`config.mk`:
```
export PLATFORM = sky130hd
export DESIGN_NAME = ind_bridge_top
export DESIGN_NICKNAME = d
export VERILOG_FILES = /design/src/rtl/ind_bridge_pkg.sv /design/src/rtl/ind_bridge_regfile.sv /design/src/rtl/ind_bridge_seq.sv /design/src/rtl/ind_bridge_top.sv
export SDC_FILE = /design/constraint.sdc
export NUM_CORES = 1
export LEC_CHECK = 0
export BUFFER_PORTS_ARGS = -buffer_cell sky130_fd_sc_hd__buf_2
export CORE_ASPECT_RATIO = 0.8
export CORE_MARGIN = 2
export CORE_UTILIZATION = 57
export CTS_BUF_LIST = sky130_fd_sc_hd__clkbuf_4
export DETAILED_ROUTE_END_ITERATION = 16
export GPL_TIMING_DRIVEN = 0
export PLACE_DENSITY_LB_ADDON = 0.12
export SYNTH_ARGS = -nofsm -noshare
export SYNTH_HDL_FRONTEND = slang
export SYNTH_SLANG_ARGS = --single-unit
```
`constraint.sdc`:
```
create_clock -name clk_i -period 2 [get_ports clk_i]
set_input_delay 0.4 -clock clk_i [delete_from_list [all_inputs] [get_ports clk_i]]
set_output_delay 0.4 -clock clk_i [all_outputs]
set_load 0.005 [all_outputs]
```
`src/rtl/ind_bridge_pkg.sv`:
```
package ind_bridge_pkg;
  localparam int unsigned REG_DW     = 8;
  localparam int unsigned REG_AW     = 7;
  localparam int unsigned NUM_REGS   = 28;
  localparam int unsigned STAT_IDX   = 9;
  localparam int unsigned TEST_IDX0  = 20;
  localparam int unsigned TEST_IDX1  = 21;
  localparam int unsigned FLAG_UP    = 3;
  localparam int unsigned FLAG_DN    = 2;
  localparam int unsigned STROBE_BIT = 16;
  localparam int unsigned ADDR_LSB   = 8;
  localparam int unsigned IRQ_BIT    = 8;

  function automatic logic [7:0] reg_default(int unsigned idx);
    case (idx)
      0:       return 8'h0c;
      1:       return 8'haa;
      2:       return 8'h78;
      5:       return 8'hff;
      6:       return 8'h03;
      7:       return 8'h51;
      8:       return 8'h3f;
      default: return 8'h00;
    endcase
  endfunction
endpackage

```
`src/rtl/ind_bridge_regfile.sv`:
```
module ind_bridge_regfile
  import ind_bridge_pkg::*;
#(
  parameter int unsigned NREG = NUM_REGS,
  parameter int unsigned DW   = REG_DW,
  parameter int unsigned AW   = REG_AW
) (
  input  logic          clk_i,
  input  logic          rst_ni,
  input  logic          we_i,
  input  logic [AW-1:0] waddr_i,
  input  logic [DW-1:0] wdata_i,
  input  logic [AW-1:0] raddr_i,
  output logic [DW-1:0] rdata_o,
  input  logic          ramp_up_i,
  input  logic          ramp_down_i,
  output logic          irq_o
);
  localparam int unsigned IW = $clog2(NREG);

  logic [DW-1:0] rd_vec [NREG];

  for (genvar g = 0; g < NREG; g++) begin : g_reg
    localparam logic [AW-1:0] MY_IDX = AW'(g);
    logic sel;
    assign sel = we_i && (waddr_i == MY_IDX);

    if (g == STAT_IDX) begin : g_stat
      logic up_q, dn_q, irq_q;
      logic rise;
      assign rise = (ramp_up_i & ~up_q) | (ramp_down_i & ~dn_q);
      always_ff @(posedge clk_i or negedge rst_ni) begin
        if (!rst_ni) begin
          up_q  <= 1'b0;
          dn_q  <= 1'b0;
          irq_q <= 1'b0;
        end else begin
          // write-0-to-clear, pulse wins
          up_q <= ramp_up_i   | (up_q & ~(sel & ~wdata_i[FLAG_UP]));
          dn_q <= ramp_down_i | (dn_q & ~(sel & ~wdata_i[FLAG_DN]));
          if (rise)     irq_q <= 1'b1;
          else if (sel) irq_q <= 1'b0;
        end
      end
      always_comb begin
        rd_vec[g]          = '0;
        rd_vec[g][FLAG_UP] = up_q;
        rd_vec[g][FLAG_DN] = dn_q;
      end
      assign irq_o = irq_q;

      assert_up_set_R8: assert property (@(posedge clk_i) disable iff (!rst_ni)
        ramp_up_i |=> up_q);
      assert_dn_set_R8: assert property (@(posedge clk_i) disable iff (!rst_ni)
        ramp_down_i |=> dn_q);
      assert_irq_rise_R9: assert property (@(posedge clk_i) disable iff (!rst_ni)
        ($rose(up_q) || $rose(dn_q)) |-> irq_q);
    end else if (g == TEST_IDX0 || g == TEST_IDX1) begin : g_test
      assign rd_vec[g] = '0;
    end else begin : g_rw
      logic [DW-1:0] q;
      always_ff @(posedge clk_i or negedge rst_ni) begin
        if (!rst_ni)  q <= DW'(reg_default(g));
        else if (sel) q <= wdata_i;
      end
      assign rd_vec[g] = q;
    end
  end

  if (NREG <= STAT_IDX) begin : g_no_stat
    assign irq_o = 1'b0;
  end

  assign rdata_o = (raddr_i < AW'(NREG)) ? rd_vec[raddr_i[IW-1:0]] : '0;

  always_comb begin
    if (rst_ni && (raddr_i == AW'(TEST_IDX0) || raddr_i == AW'(TEST_IDX1)))
      assert_test_zero_R6: assert (rdata_o == '0);
  end
endmodule

```
`src/rtl/ind_bridge_seq.sv`:
```
module ind_bridge_seq
  import ind_bridge_pkg::*;
#(
  parameter int unsigned WR_LAT = 4,
  parameter int unsigned RD_LAT = 6,
  parameter int unsigned DW     = REG_DW,
  parameter int unsigned AW     = REG_AW
) (
  input  logic          clk_i,
  input  logic          rst_ni,
  input  logic          cmd_we_i,
  input  logic          cmd_strobe_i,
  input  logic [AW-1:0] cmd_addr_i,
  input  logic [DW-1:0] cmd_data_i,
  output logic          busy_o,
  output logic [AW-1:0] addr_o,
  output logic [DW-1:0] data_o,
  output logic          rf_we_o,
  input  logic [DW-1:0] rf_rdata_i,
  output logic [DW-1:0] rd_data_o
);
  localparam int unsigned WCW = $clog2(WR_LAT + 1);
  localparam int unsigned RCW = $clog2(RD_LAT + 1);

  logic           busy_q;
  logic [WCW-1:0] wcnt_q;
  logic [RCW-1:0] rcnt_q;
  logic [AW-1:0]  addr_q;
  logic [DW-1:0]  data_q;
  logic [DW-1:0]  rd_q;
  logic           accept;

  assign accept = cmd_we_i & ~busy_q;

  always_ff @(posedge clk_i or negedge rst_ni) begin
    if (!rst_ni) begin
      busy_q <= 1'b0;
      wcnt_q <= '0;
      rcnt_q <= '0;
      addr_q <= '0;
      data_q <= '0;
      rd_q   <= '0;
    end else begin
      if (accept) begin
        addr_q <= cmd_addr_i;
        data_q <= cmd_data_i;
        rcnt_q <= RCW'(RD_LAT);
        if (cmd_strobe_i) begin
          busy_q <= 1'b1;
          wcnt_q <= WCW'(WR_LAT);
        end
      end else if (rcnt_q != '0) begin
        rcnt_q <= rcnt_q - 1'b1;
      end
      if (busy_q) begin
        wcnt_q <= wcnt_q - 1'b1;
        if (wcnt_q == WCW'(1)) busy_q <= 1'b0;
      end
      // hold stale data while the read settles
      if (rcnt_q <= RCW'(1)) rd_q <= rf_rdata_i;
    end
  end

  assign rf_we_o   = busy_q && (wcnt_q == WCW'(1));
  assign busy_o    = busy_q;
  assign addr_o    = addr_q;
  assign data_o    = data_q;
  assign rd_data_o = rd_q;

  // checker: busy run length
  logic [WCW:0] blen_q;
  always_ff @(posedge clk_i or negedge rst_ni) begin
    if (!rst_ni)     blen_q <= '0;
    else if (busy_q) blen_q <= blen_q + 1'b1;
    else             blen_q <= '0;
  end

  assert_busy_len_R2: assert property (@(posedge clk_i) disable iff (!rst_ni)
    busy_q |-> (blen_q < (WCW+1)'(WR_LAT)));
  assert_busy_ignore_R3: assert property (@(posedge clk_i) disable iff (!rst_ni)
    busy_q |=> ($stable(addr_q) && $stable(data_q)));
  assert_rd_hold_R4: assert property (@(posedge clk_i) disable iff (!rst_ni)
    (rcnt_q > RCW'(1)) |=> $stable(rd_q));
endmodule

```
`src/rtl/ind_bridge_top.sv`:
```
module ind_bridge_top
  import ind_bridge_pkg::*;
#(
  parameter int unsigned NREG   = NUM_REGS,
  parameter int unsigned WR_LAT = 4,
  parameter int unsigned RD_LAT = 6,
  parameter int unsigned BUS_AW = 4
) (
  input  logic              clk_i,
  input  logic              rst_ni,
  input  logic              bus_req_i,
  input  logic              bus_we_i,
  input  logic [BUS_AW-1:0] bus_addr_i,
  input  logic [31:0]       bus_wdata_i,
  output logic [31:0]       bus_rdata_o,
  input  logic              ramp_up_i,
  input  logic              ramp_down_i,
  output logic              irq_o
);
  localparam int unsigned DW       = REG_DW;
  localparam int unsigned AW       = REG_AW;
  localparam logic [BUS_AW-1:0] CMD_OFF  = BUS_AW'(0);
  localparam logic [BUS_AW-1:0] DATA_OFF = BUS_AW'(4);

  logic          cmd_we, busy, rf_we, irq;
  logic [AW-1:0] addr;
  logic [DW-1:0] data, rf_rdata, rd_data;

  assign cmd_we = bus_req_i & bus_we_i & (bus_addr_i == CMD_OFF);

  ind_bridge_seq #(.WR_LAT(WR_LAT), .RD_LAT(RD_LAT), .DW(DW), .AW(AW)) u_seq (
    .clk_i        (clk_i),
    .rst_ni       (rst_ni),
    .cmd_we_i     (cmd_we),
    .cmd_strobe_i (bus_wdata_i[STROBE_BIT]),
    .cmd_addr_i   (bus_wdata_i[ADDR_LSB +: AW]),
    .cmd_data_i   (bus_wdata_i[DW-1:0]),
    .busy_o       (busy),
    .addr_o       (addr),
    .data_o       (data),
    .rf_we_o      (rf_we),
    .rf_rdata_i   (rf_rdata),
    .rd_data_o    (rd_data)
  );

  ind_bridge_regfile #(.NREG(NREG), .DW(DW), .AW(AW)) u_rf (
    .clk_i       (clk_i),
    .rst_ni      (rst_ni),
    .we_i        (rf_we),
    .waddr_i     (addr),
    .wdata_i     (data),
    .raddr_i     (addr),
    .rdata_o     (rf_rdata),
    .ramp_up_i   (ramp_up_i),
    .ramp_down_i (ramp_down_i),
    .irq_o       (irq)
  );

  always_comb begin
    bus_rdata_o = '0;
    if (bus_req_i && !bus_we_i) begin
      if (bus_addr_i == CMD_OFF) begin
        bus_rdata_o[STROBE_BIT]       = busy;
        bus_rdata_o[ADDR_LSB +: AW]   = addr;
        bus_rdata_o[DW-1:0]           = data;
      end else if (bus_addr_i == DATA_OFF) begin
        bus_rdata_o[IRQ_BIT]          = irq;
        bus_rdata_o[DW-1:0]           = rd_data;
      end
    end
  end

  assign irq_o = irq;

  logic unused_wdata;
  assign unused_wdata = ^{bus_wdata_i[31:17], bus_wdata_i[15]};

  assert_no_write_busy_R3: assert property (@(posedge clk_i) disable iff (!rst_ni)
    (busy && !rf_we) |=> busy);
endmodule

```
-- After elaboration in Yosys (flattened, before gate mapping)
Cells that the tools add are included.
- add/sub/neg operators: 2
- mux-type cells: 21
- $lt $le $gt $ge: 3
- equality and inequality tests: 27
- bitwise gates (word level): 20
- reductions and logical operators: 37
- operators with widths (cell ; number):
    7-bit by 5-bit == test with 1-bit output (second input constant) ; 10
    7-bit by 4-bit == test with 1-bit output (second input constant) ; 8
    8-bit binary-select mux with 5-bit select ; 1
    7-bit by 3-bit == test with 1-bit output (second input constant) ; 4
    1-bit logical AND ; 28
    8-bit two-way mux ; 3
    9-bit two-way mux ; 2
    15-bit two-way mux ; 1
    3-bit two-way mux ; 5
    7-bit by 2-bit == test with 1-bit output (second input constant) ; 2
    1-bit AND ; 9
    1-bit two-way mux ; 8
    2-bit nonzero test ; 4
    7-bit by 1-bit == test with 1-bit output (second input constant) ; 1
    7-bit logical NOT ; 1
    7-bit by 5-bit less-than comparator with 1-bit output (second input constant) ; 1
    1-bit NOT ; 7
    6-bit >= comparator (second input constant) ; 1
    6-bit two-way mux ; 1
    5-bit NOT with 6-bit output ; 1
    3-bit by 1-bit subtractor with 3-bit output (second input constant) ; 2
    4-bit by 3-bit == test with 1-bit output (second input constant) ; 1
    4-bit logical NOT ; 1
    3-bit by 1-bit == test with 1-bit output (second input constant) ; 1
    other kinds (5) ; 7
- bits in registers: 233
- output and inout bits: 33
- logic and storage cells: 144
- input bits: 42

-- Logic depth before layout (Yosys ltp)
- depth in word-level cells: 7
- mapped depth: 9
- gate-level depth less buffers: 7

-- Hierarchy
Synthesis repeated with hierarchy kept, for this count alone.
- cell total of the unflattened synthesis: 801
- area, all modules: 11325.9 µm²
- modules (own cells, without submodules) (module ; area each (µm²) ; times used ; seq. area each (µm²) ; cells each):
    ind_bridge_regfile ; 9531.6 ; 1 ; 5116.2 ; 663
    ind_bridge_seq ; 1308.8 ; 1 ; 750.7 ; 88
    ind_bridge_top ; 485.5 ; 1 ; 0.0 ; 50

-- Least setup slack after synthesis
No wires, ideal clock.
- path kind: flip-flop to flip-flop
- start: reg u_seq.wcnt_q[1]
- end: reg u_rf.g_reg[6].g_rw.q[2]
- arrival: 1.914 ns
- clock period less this slack: 2.038 ns
- stages on the path, launching flop included: 8
- path slack: -0.038 ns
- data required time: 1.875 ns
- library setup time: 0.125 ns
- path buffers: 1
- cells stage by stage: dfrtp_1 -> inv_1 -> ha_1 -> nand3b_1 -> nor4_4 -> and2_1 -> buf_2 -> mux2_2
- word-level cells in the longest chain between the ends: 3
- ends and longest elaborated chain (what ; RTL line ; source):
    start: declaration ; ind_bridge_seq.sv:26 ; logic [WCW-1:0] wcnt_q;
    start signal: assignment ; ind_bridge_seq.sv:50 ; wcnt_q <= WCW'(WR_LAT);
    start signal: assignment ; ind_bridge_seq.sv:56 ; wcnt_q <= wcnt_q - 1'b1;
    3-bit by 1-bit == test with 1-bit output ; ind_bridge_seq.sv:64 ; assign rf_we_o = busy_q && (wcnt_q == WCW'(1));
    1-bit logical AND ; ind_bridge_seq.sv:64 ;
    1-bit logical AND ; ind_bridge_regfile.sv:26 ; assign sel = we_i && (waddr_i == MY_IDX);
    end signal: assignment ; ind_bridge_regfile.sv:63 ; if (!rst_ni) q <= DW'(reg_default(g));
    end signal: assignment ; ind_bridge_regfile.sv:64 ; else if (sel) q <= wdata_i;
    end: declaration ; ind_bridge_regfile.sv:61 ; logic [DW-1:0] q;
No other way between the ends.
A chain may end at the register's enable or synchronous reset.

-- Worst setup path in the final report
- start: reg u_seq.wcnt_q[1]
- end: reg u_rf.g_reg[15].g_rw.q[7]
- word-level cells in the longest chain between the ends: 3
- ends and longest elaborated chain (what ; RTL line):
    3-bit by 1-bit == test with 1-bit output ; ind_bridge_seq.sv:64
    1-bit logical AND ; ind_bridge_seq.sv:64
    1-bit logical AND ; ind_bridge_regfile.sv:26
    end signal: assignment ; ind_bridge_regfile.sv:63
    end signal: assignment ; ind_bridge_regfile.sv:64
    end: declaration ; ind_bridge_regfile.sv:61
No other way between the ends.

==> results summary <==
The height of the die is 129 microns. The number of instances in the synthesized netlist came out at 793. Dividing the detail-routed via count by the number of cells gives 6.19.

STA puts the critical path data required time at 2550 ps. The sequential share of power came out at 39.7%. The worst-case clock skew is 38.1 ps.

The part of the cycle the worst path needs is 116%. The clock slew at the register clock pins of the worst setup and hold paths came out at 70 ps. The count of antenna-violating nets left after detailed routing came out at 0. The total number of clock tree sinks is 233.

The final weighted congestion of routability-driven global placement is 0.906. The final instance area came out at 14,500 sq um. The total half-perimeter wirelength after legalization and detailed placement came out at 19,200 microns. The register bit total from synthesis came out at 233. The max-slew violation count is 0. The total power per unit cell area came out at 920 nW/um^2. Synthesis instantiated 50 different standard cells from the library. The number of top-level pins is 75. The number of enable flip-flop cells after synthesis is 0. The synthesized design spends more area on one cell type than any other, namely dfrtp_1. TritonCTS built the clock tree. The placement-stage cell area came out at 11,800 sq um. The tightest min-delay check is of the input pin to flop type. The number of levels the H-tree was split into came out at 2.

The setup path with the least slack is of type flop to flop. The worst-case IR drop observed on VDD is 509 uV. The number of failing hold endpoints at the final stage is 0. The detailed-router iteration count before antenna repair is 5. The overall via count from detail_route is 8,080. Cells with a size suffix above 1 make up 60.9% of the layout. The worst path setup slack after routing came out at -310 ps. Clock tree synthesis selected as its root buffer the cell clkbuf_4. The post-layout total power is 13,300 uW. The number of remaining DRC errors came out at 0. Ranked by total cell area, the synthesized netlist is headed by dfrtp_1 46%, mux2_2 22%, dfstp_2 6.9%, mux4_2 6.1%, mux2i_1 3.3%. The headroom to the max-slew limit is 37.0%.

The worst endpoint data arrival time is 2860 ps. Setup repair after global routing could not meet its margin everywhere. The actual slew at the worst max-slew pin came out at 945 ps. The standard cell core area came out at 19,000 sq um.

In this run the deepest clock path goes through 3 buffers. The top cell type's share of synthesized area came out at 45.9%. The total die area came out at 20,700 sq um.

The number of standard cells in the layout, taps in and fillers out is 1,305. The residual overflow from global routing came out at 0. From synthesis to final layout, the design area changed by 30.3%. The fraction of power spent switching nets came out at 33.9%. The total clock buffers created by CTS is 58. The most used standard cell by instance count after synthesis is mux2_2. The final reports fail on negative setup slack. The async set-reset flop share out of synthesis is 100%. The clock network is responsible for 29.7% of the overall power.

For this design the total switching power over the nets is 4520 uW. The cell area after synthesis is 11,100 sq um. The proportion of synthesized chip area in sequential cells is 52.8%. The count of buffers added on input and output ports is 42. The post-synthesis area per instance came out at 14.0 sq um. The number of global-route vias before repair came out at 8,408.

STA classifies the critical path endpoint as a flop. For this run, the post-layout net count is 1,049. The later pin in the worst-skew pair is clocked with a latency of 700 ps. Summed over all layers, the routed wires come to 32,700 microns. The peak clock frequency supported by timing is 0.433 GHz. The internal portion of total power is 8820 uW. Entering global routing, the biggest net connects 128 pins. The first global-routing pass estimated 48,900 microns of wire. The reported max-cap violation count is 0. The relative contribution of combinational cells to total power is 30.6%. The static leakage power came out at 0.00685 uW. For the finished layout, the period the worst path requires is 2310 ps. Setup violations remaining at the end of the flow were counted as 188. The startpoint class of the critical path is a flop.

The run finished, with violations left. The initial detailed-routing violation count came out at 702. Before CTS, the worst setup slack after placement is -668 ps. The most used flip-flop cell after synthesis is dfrtp_1. From left edge to right edge, the die measures 160 microns.

The number of core rows came out at 45. Dividing the detail-routed wire length by the instance count gives 25.1 microns. Ranked by instance count, the synthesized netlist is headed by 221 x mux2_2, 204 x dfrtp_1, 37 x mux2i_1. The total instance count after detailed placement came out at 1,109.

The yosys synthesis warning count came out at 0. The initial core utilization is 58.4%. Global routing used 31.6% of the available tracks across all layers. The largest fanout on the critical path came out at 8. The initial antenna violation count came out at 1.
[registers in the layout (all words and copies together), names as in the netlist]
signal / flops
u_rf.g.g_rw.q: 200
u_seq.data_o: 8
u_seq.rd_data_o: 8
u_seq.addr_o: 7
u_seq.rcnt_q: 3
u_seq.wcnt_q: 3
u_rf.g.g_stat.dn_q: 1
u_rf.g.g_stat.up_q: 1
u_rf.irq_o: 1
u_seq.busy_o: 1
[per-layer routing]
metal / wire [microns] / track usage (%)
met2: 15100 / 49.7
met4: 876 / 10.6
met1: 14000 / 43.9
met5: 0 / 0
met3: 2680 / 7.64
[area by class of cell]
cell class	count	area [sq um]
diodes	1	2.50
well taps	258	323
plain buffers	59	632
flip-flops and latches	233	5880
fillers	1162	4540
multi-input cells	498	5640
clock inverters	16	65.1
inverters	9	33.8
clock buffers	88	661
repair buffers	143	1260
[logic make-up (layout without fill, tap and decap cells)]
| group | Yosys count | count (layout) | synth area share, % |
|---|---|---|---|
| xor+xnor | 2 | 2 | 0.158 |
| flops | 233 | 233 | 52.8 |
| simple gates | 106 | 106 | 5.82 |
| compound gates | 79 | 79 | 5.20 |
| mux | 290 | 290 | 32.0 |
| fa+ha+maj | 5 | 5 | 0.563 |
| buf+inv | 77 | 315 | 3.49 |
| other cells | 1 | 17 | 0.0337 |
[path summary, 6_finish.rpt]
kind                       cells past startpoint                        to  slack [ps]                     from
min in group asynchronous                      2   u_rf.g_reg[4].g_rw.q[6]         400                   rst_ni
hold reg to reg                                1   u_rf.g_reg[0].g_rw.q[1]         500  u_rf.g_reg[0].g_rw.q[1]
hold / removal                                 4           u_seq.wcnt_q[0]          80          bus_wdata_i[16]
max in group asynchronous                      3           u_seq.wcnt_q[0]         520                   rst_ni
setup / recovery                               8  u_rf.g_reg[15].g_rw.q[7]        -310          u_seq.wcnt_q[1]
setup reg to reg                               8  u_rf.g_reg[15].g_rw.q[7]        -310          u_seq.wcnt_q[1]
[through the flow]
stage	hold WS (ps)	setup TNS [ps]	util (%)
floorplan	104	0	-
global placement	462	-764290	61.6
detailed placement	477	-83800	61.8
CTS	67.0	-18140	74.1
global route	96.6	-28610	76.2
finish	81.1	-19500	76.2
[placed cells by master, fill, tap and decap left out, types with 6 or more instances in the layout]
cell           instances
nand2_4                7
dlygate4sd3_1         18
nor3_1                 6
mux2_2               141
conb_1                16
nor2b_1                7
mux2i_1               31
clkinv_1              12
inv_1                  7
clkbuf_1              10
nor2_4                11
buf_12                22
nor2_1                22
mux4_2                30
o21ai_0               10
dfstp_2               29
buf_4                 82
a22oi_1                8
dfrtp_1              194
mux2_4                82
clkbuf_4              89
buf_2                 43
a31oi_1                7
dfrtp_2               10
a221oi_1               8
buf_6                 12
nand3_4                7
nand2_1                8
[worst max-delay path, stage by stage (launching register included)]
cell      delay (ps)
dfrtp_1          390
inv_2             90
ha_4             140
nand3b_1         160
buf_4            180
or4_4            470
nor2_4           210
nand2_4          190
mux2_2           350
[power groups by stage]
stage | Sequential (uW) | Combinational (uW) | Clock [uW]
after floorplan | 5240 | 1800 | 0
after global placement | 5300 | 2570 | 0
after detailed placement | 5330 | 2670 | 0
after CTS | 5260 | 3580 | 3980
after global routing | 5310 | 4280 | 4260
final | 5290 | 4080 | 3960
[what timing repair did]
| action | CTS | global route |
|---|---|---|
| resized for setup | 262 | 37 |
| hold endpoints to repair | 126 | 0 |
| gates cloned | 0 | 2 |
| hold buffers | 18 | 0 |
| setup endpoints to repair | 226 | 225 |
| buffers inserted | 47 | 34 |
| pin swaps | 17 | 17 |
Power figures use the tool's default switching activity.
